[src/rtl/irqc_pkg.sv]
package irqc_pkg;
    localparam int CNT_W     = 8;
    localparam int TMR_W     = 8;
    localparam int NUM_KINDS = 2;
    localparam int KIND_DONE = 0;
    localparam int KIND_DLY  = 1;

    typedef logic [NUM_KINDS-1:0] kind_vec_t;

    typedef struct packed {
        logic done_hit;
        logic dly_hit;
    } irqc_evt_t;

    function automatic kind_vec_t evt_to_vec(irqc_evt_t e);
        kind_vec_t v;
        v = '0;
        v[KIND_DONE] = e.done_hit;
        v[KIND_DLY]  = e.dly_hit;
        return v;
    endfunction
endpackage

[src/rtl/irqc_frame_counter.sv]
module irqc_frame_counter #(
    parameter int W = 8
) (
    input  logic         clk,
    input  logic         rst,
    input  logic [W-1:0] threshold,
    input  logic         cfg_write,
    input  logic         done,
    input  logic         expire,
    output logic [W-1:0] count,
    output logic         hit
);
    localparam logic [W-1:0] ONE = W'(1);

    assign hit = done && (count <= ONE);

    always_ff @(posedge clk) begin
        if (rst)
            count <= '0;
        else if (cfg_write)
            count <= threshold;
        else if (done)
            count <= hit ? threshold : count - ONE;
        else if (expire)
            count <= threshold;
    end


    cfg_reload_chk: assert property (@(posedge clk) disable iff (rst)
        cfg_write |=> count == $past(threshold));

    cnt_dec_chk: assert property (@(posedge clk) disable iff (rst)
        (done && !cfg_write && count > ONE) |=> count == $past(count) - ONE);
endmodule

[src/rtl/irqc_delay_timer.sv]
module irqc_delay_timer #(
    parameter int W = 8
) (
    input  logic         clk,
    input  logic         rst,
    input  logic [W-1:0] delay,
    input  logic         done,
    input  logic         tick,
    output logic [W-1:0] value,
    output logic         expire
);
    localparam logic [W-1:0] ONE = W'(1);

    assign expire = tick && !done && (value == ONE);

    always_ff @(posedge clk) begin
        if (rst)
            value <= '0;
        else if (done) begin
            if (delay != '0)
                value <= delay;
        end else if (tick && value != '0)
            value <= value - ONE;
    end


    tmr_load_chk: assert property (@(posedge clk) disable iff (rst)
        (done && delay != '0) |=> value == $past(delay));

    tmr_hold_chk: assert property (@(posedge clk) disable iff (rst)
        (done && delay == '0) |=> $stable(value));

    tmr_dec_chk: assert property (@(posedge clk) disable iff (rst)
        (tick && !done && value != '0) |=> value == $past(value) - ONE);
endmodule

[src/rtl/irqc_pending.sv]
module irqc_pending #(
    parameter int N = 2
) (
    input  logic         clk,
    input  logic         rst,
    input  logic [N-1:0] set,
    input  logic [N-1:0] clr,
    input  logic [N-1:0] en,
    output logic [N-1:0] pend,
    output logic         irq
);
    for (genvar i = 0; i < N; i++) begin : g_bit
        always_ff @(posedge clk) begin
            if (rst)
                pend[i] <= 1'b0;
            else
                pend[i] <= set[i] | (pend[i] & ~clr[i]);
        end


        set_wins_chk: assert property (@(posedge clk) disable iff (rst)
            set[i] |=> pend[i]);
    end

    assign irq = |(pend & en);
endmodule

[src/rtl/irqc_coalescer.sv]
module irqc_coalescer
    import irqc_pkg::*;
(
    input  logic             clk,
    input  logic             rst,
    input  logic [CNT_W-1:0] cfg_threshold,
    input  logic [TMR_W-1:0] cfg_delay,
    input  logic             cfg_write,
    input  logic [1:0]       irq_en,
    input  logic             done_strobe,
    input  logic [1:0]       clr_strobe,
    input  logic             tick,
    output logic             irq,
    output logic [1:0]       pending,
    output logic [CNT_W-1:0] count_now,
    output logic [TMR_W-1:0] timer_now
);
    irqc_evt_t evt;
    logic      expire;
    logic      cnt_hit;

    irqc_delay_timer #(.W(TMR_W)) u_timer (
        .clk(clk), .rst(rst), .delay(cfg_delay), .done(done_strobe),
        .tick(tick), .value(timer_now), .expire(expire)
    );

    irqc_frame_counter #(.W(CNT_W)) u_count (
        .clk(clk), .rst(rst), .threshold(cfg_threshold), .cfg_write(cfg_write),
        .done(done_strobe), .expire(expire), .count(count_now), .hit(cnt_hit)
    );

    always_comb begin
        evt.done_hit = cnt_hit;
        evt.dly_hit  = expire;
    end

    irqc_pending #(.N(NUM_KINDS)) u_pend (
        .clk(clk), .rst(rst), .set(evt_to_vec(evt)), .clr(clr_strobe),
        .en(irq_en), .pend(pending), .irq(irq)
    );


    dly_reload_chk: assert property (@(posedge clk) disable iff (rst)
        expire |=> (pending[KIND_DLY] && count_now == $past(cfg_threshold)));

    done_fire_chk: assert property (@(posedge clk) disable iff (rst)
        (done_strobe && count_now <= CNT_W'(1)) |=> pending[KIND_DONE]);
endmodule

[config.mk]
export PLATFORM = sky130hd
export DESIGN_NAME = irqc_coalescer
export DESIGN_NICKNAME = d
export VERILOG_FILES = /design/src/rtl/irqc_pkg.sv /design/src/rtl/irqc_frame_counter.sv /design/src/rtl/irqc_delay_timer.sv /design/src/rtl/irqc_pending.sv /design/src/rtl/irqc_coalescer.sv
export SDC_FILE = /design/constraint.sdc
export NUM_CORES = 1
export LEC_CHECK = 0
export BUFFER_PORTS_ARGS = -buffer_cell sky130_fd_sc_hd__buf_2
export CORE_MARGIN = 3
export CORE_UTILIZATION = 54
export DETAILED_ROUTE_END_ITERATION = 10
export GPL_TIMING_DRIVEN = 0
export PLACE_DENSITY = 0.84
export SETUP_SLACK_MARGIN = 0.02
export SYNTH_ARGS = -nofsm -noshare
export SYNTH_HDL_FRONTEND = slang
export SYNTH_SLANG_ARGS = --single-unit
[constraint.sdc]
create_clock -name clk -period 5.4 [get_ports clk]
set_input_delay 1.08 -clock clk [delete_from_list [all_inputs] [get_ports clk]]
set_output_delay 1.08 -clock clk [all_outputs]
set_load 0.02 [all_outputs]
# Yosys cells after proc, flatten, opt, wreduce, memory -nomap -nowiden
# Index checks and enable logic that the tools add are counted.
[word_totals]
output_inout_bits = 19
in_bits = 25
word_cells = 34
regBits = 18
[classes]
n_eq_ne = 2
n_bitwise = 7
magnitude_cmp = 1
mux = 7
n_reduce_logical = 11
add_sub_neg = 2
[ops]
columns = ["op", "n"]
rows = [
  ["8-bit two-way mux", 7],
  ["8-bit nonzero test", 2],
  ["8-bit by 1-bit subtractor with 8-bit output, second input constant", 2],
  ["8-bit by 1-bit == test with 1-bit output, second input constant", 1],
  ["8-bit by 1-bit <= comparator with 1-bit output, second input constant", 1],
  ["1-bit logical AND", 4],
  ["3-bit nonzero test", 1],
  ["1-bit AND", 2],
  ["2-bit AND", 1],
  ["2-bit by 1-bit inequality test with 1-bit output, second input constant", 1],
  ["1-bit NOT", 2],
  ["1-bit bitwise OR", 2],
  ["2-bit AND reduction", 1],
  ["2-bit nonzero test", 1],
  ["2-bit OR reduction", 1],
  ["1-bit zero test", 1],
]

# Longest topological paths before layout
# Gate-level depths: netlist of run 1.
[logic_depth]
word_depth = 6
depth_mapped = 8
mapped_depth_nobuf = 6

# Modules after synthesis
# A second synthesis of run 1 with hierarchy kept.
[unflattened]
hier_cells = 170
area_unflattened_um2 = 1315.0
[by_module_without_submodules]
columns = ["module", "area_per_inst_um2", "cells_each", "seq_area_each_um2", "instances"]
rows = [
  ["irqc_delay_timer", 653.1, 84, 160.2, 1],
  ["irqc_frame_counter", 583.1, 77, 160.2, 1],
  ["irqc_pending", 78.8, 9, 40.0, 1],
]

# Least setup slack after synthesis of run 1
# OpenSTA, ideal clock, no wires.
[synth_path]
kind = "input -> output"
startpoint = "input irq_en[0]"
endpoint = "output irq"
path_buffers = 0
required_time_ns = 4.320
t_arrival_ns = 1.343
setup_slack_ns = 2.977
stages = 1
cell_sequence = "a22o_1"
[synth_via]
elab_chain_cells = 2
[synth_lines]
columns = ["element", "line", "text"]
rows = [
  ["start: declaration", "irqc_coalescer.sv:9", "input logic [1:0] irq_en,"],
  ["2-bit AND", "irqc_pending.sv:25", "assign irq = |(pend & en);"],
  ["2-bit OR reduction", "irqc_pending.sv:25", ""],
  ["end: declaration", "irqc_coalescer.sv:13", "output logic irq,"],
]
# No other way between the ends.

# Final worst setup path of run 1
# Ends and elaborated chain as after synthesis.

==> impl_metrics.toml, run 1 <==
[logic_synthesis]
avgSynthCellArea_um2 = 8.78
synth_cell_type_count = 49
syn_inst = 156
synthTopCellsByArea = "dfxtp_1, o32ai_2, a21oi_1"
ys.flop_type = "dfxtp_1"
async_flop_share = 0
syn_nets = 186
ys_seq_elements = 18
synth_warnings = 0
synth_area_leader_cell = "dfxtp_1"
synth_edf_count = 0
synth.top_cell.area_share = 0.263
synthesis.area_um2 = 1370
yosysSeqAreaShare = 0.263

[cts]
cts_sinks = 18
clockRootBuffer = "clkbuf_4"
cts_setup_buffers = 0
insertion_delay_ns = 0.30
clock_path_buffers = 2
cts_tree = "done"
cts_resized = 0
cts_htree_levels = 1
clkSlewWorstSetupHoldPaths_ns = 0.11
hold_buffers = 0
cts_buffers = 3

[min_path]
worstHoldPathType = "reg2reg"

[setup_path]
path_max_fanout = 1
critPathLaunchType = "input port"
worstPathCellList = "buf_2 > a22o_1 > buf_2"
crit_path_end_kind = "output pin"
cpLargestDelayFamily = "buffers and inverters"
cp_common_cell = "buf_2"
cpMaxStageDelayCell = "a22o_1"
crit_buf_inv = 2
worstPathArrival_ns = 1.52
required_ns = 4.32
slowest_delay_ns = 0.19
worstSetupPathType = "in2out"

[sta]
slew_headroom = 0.587
finalSetupViolCount = 0
fin_crit_sh = 0.481
tightest_slew_ns = 0.620
slew_viol_final = 0
fin_skew_ns = 0.00230
max_freq_ghz = 0.385
hold_viol_final = 0
fin_crit_ns = 2.60
totalNegativeSetupSlack_ns = 0
rsz0062_at_grt = "no"

[floorplan]
core_um2 = 2320
fp-row-count = 17
dieHeight_um = 56.4
ios = 44
start_util = 0.591
die_w_um = 56.4
fp.dieArea_um2 = 3180

[global_routing]
grt_usage = 0.246
grt_pass1_vias = 1338
antenna_found_initial = 0
grt_max_degree = 11
grt_overflow_total = 0
grt_pass1_wl_um = 6350

[routing]
wl_per_cell_um = 16.3
drt_wl_total_um = 3750
firstDrtPassIters = 4
vias = 1430
drc = 0
ant_nets = 0
vias_per_cell = 6.22
drt_iter0_markers = 79

[finish]
postLayoutCellArea_um2 = 1650
nNetsFinal = 233
fill_cells = 204
area_delta_synth_final_pct = 20.5
antenna_cells = 0
regArea_um2 = 360
drive_gt1_frac = 0.337
multi_input_area_um2 = 921

[place]
hpwl_um = 2850
io_buffers = 42
place.gp.congestion = 0.870
place_area_um2 = 1620

[power]
p_per_area_nw_per_um2 = 258
ir_worst_vdd_v = 0.000186
p_leak_nw = 0.678

[flow_run]
drv_cap = 0

[status]
status = "complete, no violations"
-- cells in the mapped netlist (2+ instances only) --
master,n
dfxtp_1,18
o32ai_1,4
nor2b_1,3
nand2_1,5
or3_1,2
buf_2,2
a32oi_1,5
o32ai_2,6
ha_1,5
nand4_1,2
and2_1,3
clkbuf_1,4
or4_4,2
nand3b_1,2
a22oi_1,3
a211oi_1,5
inv_1,10
nor2_1,11
nand3_1,2
nand2b_1,9
nor3_1,8
a21oi_1,14
nor3_4,2
a211o_1,2
a31oi_1,3
-- per-layer routing --
metal / vias to the layer above / routed length (µm) / global-route usage / share of wire
li1: 696 / - / - / -
met1: 649 / 1670 / 0.366 / 0.44
met2: 78 / 1710 / 0.369 / 0.45
met3: 7 / 330 / 0.0322 / 0.088
met4: 0 / 47 / 0.0644 / 0.013
met5: - / 0 / 0 / 0
-- state kept, by name, summed over array words and instances, names as in the netlist --
register	count
u_count.count	8
u_pend.pend	2
u_timer.value	8
-- power by group --
| part | total [W] | internal, W | leakage (nW) | switching, W |
|---|---|---|---|---|
| registers | 0.000167 | 0.000146 | 0.149 | 0.0000207 |
| logic | 0.000172 | 0.0000699 | 0.508 | 0.000102 |
| clock network | 0.0000873 | 0.0000411 | 0.0210 | 0.0000462 |
| total | 0.000426 | 0.000257 | 0.678 | 0.000169 |
-- placed cells by master (no fill, tap or decap), drive strengths merged, types with 4 or more instances in the layout --
cell and count:
nand2 5, a211oi 6, clkbuf 8, o32ai 10, a32oi 5, nor2 11
a31oi 4, dfxtp 18, buf 46, inv 10, and2 4, nand2b 9
ha 5, nor3 11, a21oi 14
-- through the flow --
stage | util | std cells | setup WS, ns | hold WS, ns | power (W)
3_3_place_gp | 0.697 | 226 | 2.81 | 0.472 | 0.000334
2_1_floorplan | - | 156 | 2.98 | 0.555 | 0.000291
5_1_grt | 0.712 | 230 | 2.80 | 0.520 | 0.000451
4_1_cts | 0.712 | 230 | 2.80 | 0.509 | 0.000425
6_report | 0.712 | 230 | 2.80 | 0.510 | 0.000426
3_5_place_dp | 0.697 | 226 | 2.79 | 0.490 | 0.000339
-- logic make-up after synthesis --
group,count (synthesis),synth area share
fa+ha+maj,5,0.0457
compound gates,57,0.363
simple gates,57,0.257
mux,1,0.00731
buf+inv,18,0.0648
flops,18,0.263
-- worst paths after layout --
path / startpoint / endpoint / slack (ns) / cells past startpoint
worst max register to register: u_count.count[0] / u_count.count[6] / 3.35 / 7
worst max-delay path: irq_en[0] / irq / 2.80 / 3
worst min register to register: u_pend.pend[0] / u_pend.pend[0] / 0.51 / 2
worst min-delay path: u_pend.pend[0] / u_pend.pend[0] / 0.51 / 2
-- area by class of cell --
cell class,instances,share of cell area
plain buffers,8,0.0311
clock buffers,4,0.0220
inverters,10,0.0227
multi-input cells,120,0.558
flip-flops and latches,18,0.218
well taps,28,0.0212
repair buffers,42,0.127
-- tightest hold or removal path, cell delays in order, from the launching register on --
cell and delay [ns]:
dfxtp_1 0.34, nand2b_1 0.08, a21oi_1 0.06
No activity file was read; power rests on OpenSTA's default activity.
==> inputs of run 2 (changes only) <==
--- a/config.mk
+++ b/config.mk
@@ -7,10 +7,10 @@
 export LEC_CHECK = 0
 export BUFFER_PORTS_ARGS = -buffer_cell sky130_fd_sc_hd__buf_2
 export CORE_MARGIN = 3
-export CORE_UTILIZATION = 54
+export CORE_UTILIZATION = 46
 export DETAILED_ROUTE_END_ITERATION = 10
 export GPL_TIMING_DRIVEN = 0
-export PLACE_DENSITY = 0.84
+export PLACE_DENSITY = 0.76
 export SETUP_SLACK_MARGIN = 0.02
 export SYNTH_ARGS = -nofsm -noshare
 export SYNTH_HDL_FRONTEND = slang
==> constraint.sdc (replaced) <==
create_clock -name clk -period 2.37 [get_ports clk]
set_input_delay 0.474 -clock clk [delete_from_list [all_inputs] [get_ports clk]]
set_output_delay 0.474 -clock clk [all_outputs]
set_load 0.02 [all_outputs]
==> run 2 against run 1 <==
Register-to-register slack got worse by 3.0 ns. Sequential power increased by 130%. Cell count increased by 1.3%. Worst hold slack got worse by 0.081 ns. Clock power increased by 130%. Die area increased by 15%. Critical path depth increased by 4. Power increased by 130%. Worst setup slack got worse by 2.5 ns. Routed wire length increased by 2.7%. Core utilization decreased by 12 points. Final area increased by 0.23%. Critical path type is now reg2reg.
==> impl_metrics.toml, run 2 (same netlist as run 1, synthesis figures left out) <==
[power]
p_per_area_nw_per_um2 = 588
p_int_w = 0.000586
p_clk_frac = 0.205
p_leak_nw = 0.678
p_switching_w = 0.000386
pwr-share-comb = 0.404
ir_worst_vdd_v = 0.000293
swShare = 0.397
p_seq_frac = 0.391

[finish]
multi_input_area_um2 = 921
regArea_um2 = 360
postLayoutCellArea_um2 = 1660
fill_cells = 245
antenna_cells = 0
area_delta_synth_final_pct = 20.8
nNetsFinal = 233
top_regs = "u_count.count (8), u_timer.value (8), u_pend.pend (2)"
fin_cells = 233
final_cell_mix = "buf_2, dfxtp_1, a21oi_1, nor2_1, inv_1"
final_common_cell = "buf_2"
drive_gt1_frac = 0.337

[sta]
slew_headroom = 0.589
max_freq_ghz = 0.491
rsz0062_at_grt = "no"
hold_viol_final = 0
worst_slack_ns = 0.333
totalNegativeSetupSlack_ns = 0
finalSetupViolCount = 0
slew_viol_final = 0
tightest_slew_ns = 0.617
fin_crit_sh = 0.860
fin_crit_ns = 2.04
fin_skew_ns = 0.00733

[place]
pre_cts_slack_ns = 0.368
place_area_um2 = 1620
place_inst = 229
place.gp.congestion = 0.951
hpwl_um = 2900
io_buffers = 42

[cts]
cts_htree_levels = 1
clockRootBuffer = "clkbuf_4"
clkSlewWorstSetupHoldPaths_ns = 0.11
cts_setup_buffers = 0
insertion_delay_ns = 0.31
clock_path_buffers = 2
cts_buffers = 3
hold_buffers = 0
cts_sinks = 18
cts_tree = "done"
cts_resized = 0

[floorplan]
die_w_um = 60.6
fp.dieArea_um2 = 3670
core_um2 = 2810
dieHeight_um = 60.6
fp-row-count = 19
ios = 44
start_util = 0.488

[routing]
drc = 0
drt_wl_total_um = 3850
firstDrtPassIters = 6
ant_nets = 0
vias = 1466
wl_per_cell_um = 16.5
drt_iter0_markers = 142
vias_per_cell = 6.29

[setup_path]
critPathLaunchType = "flip-flop"
required_ns = 2.59
worstSetupPathType = "reg2reg"
crit_path_end_kind = "flip-flop"
worstPathArrival_ns = 2.26
path_max_fanout = 8

[global_routing]
grt_pass1_vias = 1263
grt_usage = 0.208
antenna_found_initial = 0
grt_max_degree = 11
grt_overflow_total = 0
grt_pass1_wl_um = 5780

[flow_run]
drv_cap = 0

[status]
status = "complete, no violations"

[min_path]
worstHoldPathType = "in2reg"
==> run 2: cell counts in the layout (fill, tap and decap cells not counted) <==
No cell type changed its count.
==> run 2: path summary, 6_finish.rpt <==
| kind | from | endpoint | slack (ns) | cells after the start |
|---|---|---|---|---|
| min reg2reg | u_pend.pend[0] | u_pend.pend[0] | 0.50 | 2 |
| max | u_count.count[0] | u_count.count[2] | 0.33 | 7 |
| max reg2reg | u_count.count[0] | u_count.count[2] | 0.33 | 7 |
| min | cfg_threshold[5] | u_count.count[5] | 0.43 | 3 |
==> run 2: critical path, cell delays in order, from the launching register on <==
cell	delay [ns]
dfxtp_1	0.44
inv_1	0.09
ha_1	0.30
or2_1	0.26
buf_2	0.17
a31o_2	0.31
o21a_1	0.18
o32ai_1	0.21
==> run 2: routing by layer <==
| layer | share of wire | track usage | vias up |
|---|---|---|---|
| met3 | 0.093 | 0.0404 | 8 |
| met4 | 0.016 | 0.0960 | 0 |
| li1 | - | - | 695 |
| met1 | 0.42 | 0.293 | 672 |
| met2 | 0.47 | 0.305 | 91 |
| met5 | 0 | 0 | - |
==> run 2: power by group through the flow <==
| stage | registers, W | logic, W | clock network, W |
|---|---|---|---|
| after global routing | 0.000387 | 0.000427 | 0.000215 |
| after detailed placement | 0.000388 | 0.000388 | 0 |
| after global placement | 0.000384 | 0.000378 | 0 |
| after floorplan | 0.000416 | 0.000246 | 0 |
| after CTS | 0.000380 | 0.000389 | 0.000202 |
| final | 0.000381 | 0.000393 | 0.000199 |
==> run 2: final cells by class <==
type,instances,area share
buffer,8,0.0310
timing repair buffer,42,0.127
tap,31,0.0234
inverter,10,0.0227
sequential,18,0.218
multi-input combinational,120,0.556
clock buffer,4,0.0219
==> run 2: stage by stage <==
| step | utilization | hold slack, ns | power (W) |
|---|---|---|---|
| after global routing | 0.590 | 0.437 | 0.00103 |
| after CTS | 0.590 | 0.430 | 0.000971 |
| after global placement | 0.577 | 0.473 | 0.000762 |
| after detailed placement | 0.577 | 0.484 | 0.000775 |
| after floorplan | - | 0.555 | 0.000662 |
| final | 0.590 | 0.428 | 0.000973 |
==> inputs of run 3 (changes only) <==
--- a/config.mk
+++ b/config.mk
@@ -9,7 +9,6 @@
 export CORE_MARGIN = 3
 export CORE_UTILIZATION = 46
 export DETAILED_ROUTE_END_ITERATION = 10
-export GPL_TIMING_DRIVEN = 0
 export PLACE_DENSITY = 0.76
 export SETUP_SLACK_MARGIN = 0.02
 export SYNTH_ARGS = -nofsm -noshare
==> run 3 against run 2 <==
Maximum frequency rose by 2.8%. Clock power barely moved. Sequential share of layout area rose by 0.52 points. Routed wire length fell by 3.8%. Final area fell by 2.3%. Global-route usage rose by 0.35 points. Sequential power barely moved. Critical path type unchanged. Critical endpoint unchanged. Largest cell class unchanged. Highest routed layer unchanged.
==> impl_metrics.toml, run 3 (same netlist as run 1, synthesis figures left out) <==
[sta]
totalNegativeSetupSlack_ns = 0
slew_viol_final = 0
worst_slack_ns = 0.388
rsz0062_at_grt = "no"
fin_crit_ns = 1.98
fin_skew_ns = 0.00344
tightest_slew_ns = 0.583
fin_crit_sh = 0.836
slew_headroom = 0.611
finalSetupViolCount = 0
hold_viol_final = 0
max_freq_ghz = 0.505

[routing]
vias_per_cell = 6.32
drt_wl_total_um = 3710
vias = 1435
wl_met1_um = 1610
wl_met3_um = 251
drc = 0
ant_nets = 0
drt_iter0_markers = 93
routed.top_layer = "met4"
met2RoutedLength_um = 1820
wl_per_cell_um = 16.3
firstDrtPassIters = 4

[cts]
clkSlewWorstSetupHoldPaths_ns = 0.11
cts_resized = 0
cts_tree = "done"
cts_htree_levels = 1
hold_buffers = 0
cts_buffers = 3
clockRootBuffer = "clkbuf_4"
clock_path_buffers = 2
cts_setup_buffers = 0
insertion_delay_ns = 0.30
cts_sinks = 18

[power]
p_per_area_nw_per_um2 = 593
p_leak_nw = 0.661
ir_worst_vdd_v = 0.000389
swShare = 0.398
p_switching_w = 0.000381
p_seq_frac = 0.397
pwr-share-comb = 0.396
p_int_w = 0.000577
p_clk_frac = 0.207

[setup_path]
worstPathArrival_ns = 2.20
required_ns = 2.59
crit_buf_inv = 1
slowest_delay_ns = 0.43
worstPathCellList = "inv_1 > ha_1 > or2_1 > a31o_2 > o21a_1 > o32ai_1"
worstSetupPathType = "reg2reg"
cpMaxStageDelayCell = "dfxtp_1"
critPathLaunchType = "flip-flop"
path_max_fanout = 8
crit_path_end_kind = "flip-flop"
cpLargestDelayFamily = "compound AO/OA/AOI/OAI gates"

[place]
place.gp.congestion = 0.906
place_inst = 223
io_buffers = 43
pre_cts_slack_ns = 0.419
place_area_um2 = 1580
hpwl_um = 2790

[finish]
drive_gt1_frac = 0.337
final_cell_mix = "buf_2, dfxtp_1, a21oi_1, nor2_1, inv_1"
nNetsFinal = 227
postLayoutCellArea_um2 = 1620
fin_cells = 227
top_regs = "u_count.count (8), u_timer.value (8), u_pend.pend (2)"
fill_cells = 269
antenna_cells = 0
final_common_cell = "buf_2"
area_delta_synth_final_pct = 18.0

[floorplan]
ios = 44
fp.dieArea_um2 = 3670
core_um2 = 2810
fp-row-count = 19
start_util = 0.488
dieHeight_um = 60.6
die_w_um = 60.6

[min_path]
worstHoldPathType = "in2reg"

[global_routing]
grt_pass1_vias = 1296
grt_pass1_wl_um = 5930
grt_max_degree = 26
grt_usage = 0.212
antenna_found_initial = 0
grt_overflow_total = 0

[status]
status = "complete, no violations"

[flow_run]
drv_cap = 0
-- run 3: cell types whose count changed in the layout (fill, tap and decap cells not counted), sizes merged --
cell,previous run,this run
buf,46,44
clkbuf,8,4
-- run 3: power by group through the flow --
| stage | Sequential (W) | Combinational, W | Clock [W] |
|---|---|---|---|
| floorplan | 0.000416 | 0.000246 | 0 |
| global placement | 0.000384 | 0.000364 | 0 |
| detailed placement | 0.000388 | 0.000374 | 0 |
| CTS | 0.000381 | 0.000376 | 0.000205 |
| global route | 0.000388 | 0.000414 | 0.000213 |
| finish | 0.000381 | 0.000380 | 0.000198 |
-- run 3: worst paths after layout --
path / startpoint / to / slack, ns / cells past startpoint
worst max-delay path: u_count.count[0] / u_count.count[2] / 0.39 / 6
worst min-delay path: clr_strobe[0] / u_pend.pend[0] / 0.42 / 3
worst max register to register: u_count.count[0] / u_count.count[2] / 0.39 / 6
worst min register to register: u_pend.pend[0] / u_pend.pend[0] / 0.50 / 2
-- run 3: through the flow --
stage	hold WS [ns]	total power, W	util
floorplan	0.555	0.000662	-
global placement	0.475	0.000748	0.563
detailed placement	0.491	0.000762	0.563
CTS	0.418	0.000962	0.576
global route	0.420	0.00102	0.576
finish	0.423	0.000959	0.576
-- run 3: cell type report --
type,count,area [µm²],area share
repair buffers,44,223,0.138
well taps,31,38.8,0.0240
inverters,10,37.5,0.0232
flip-flops and latches,18,360,0.223
clock buffers,4,36.3,0.0224
multi-input cells,120,921,0.570
-- run 3: tightest hold or removal path: stages --
cell and delay, ns:
buf_2 0.07, nand2b_1 0.09, a21oi_1 0.06
-- run 3: routing by layer --
metal,GRT usage,up-vias
li1,-,684
met1,0.283,687
met2,0.347,60
met3,0.0489,4
met4,0.0495,0
met5,0,-
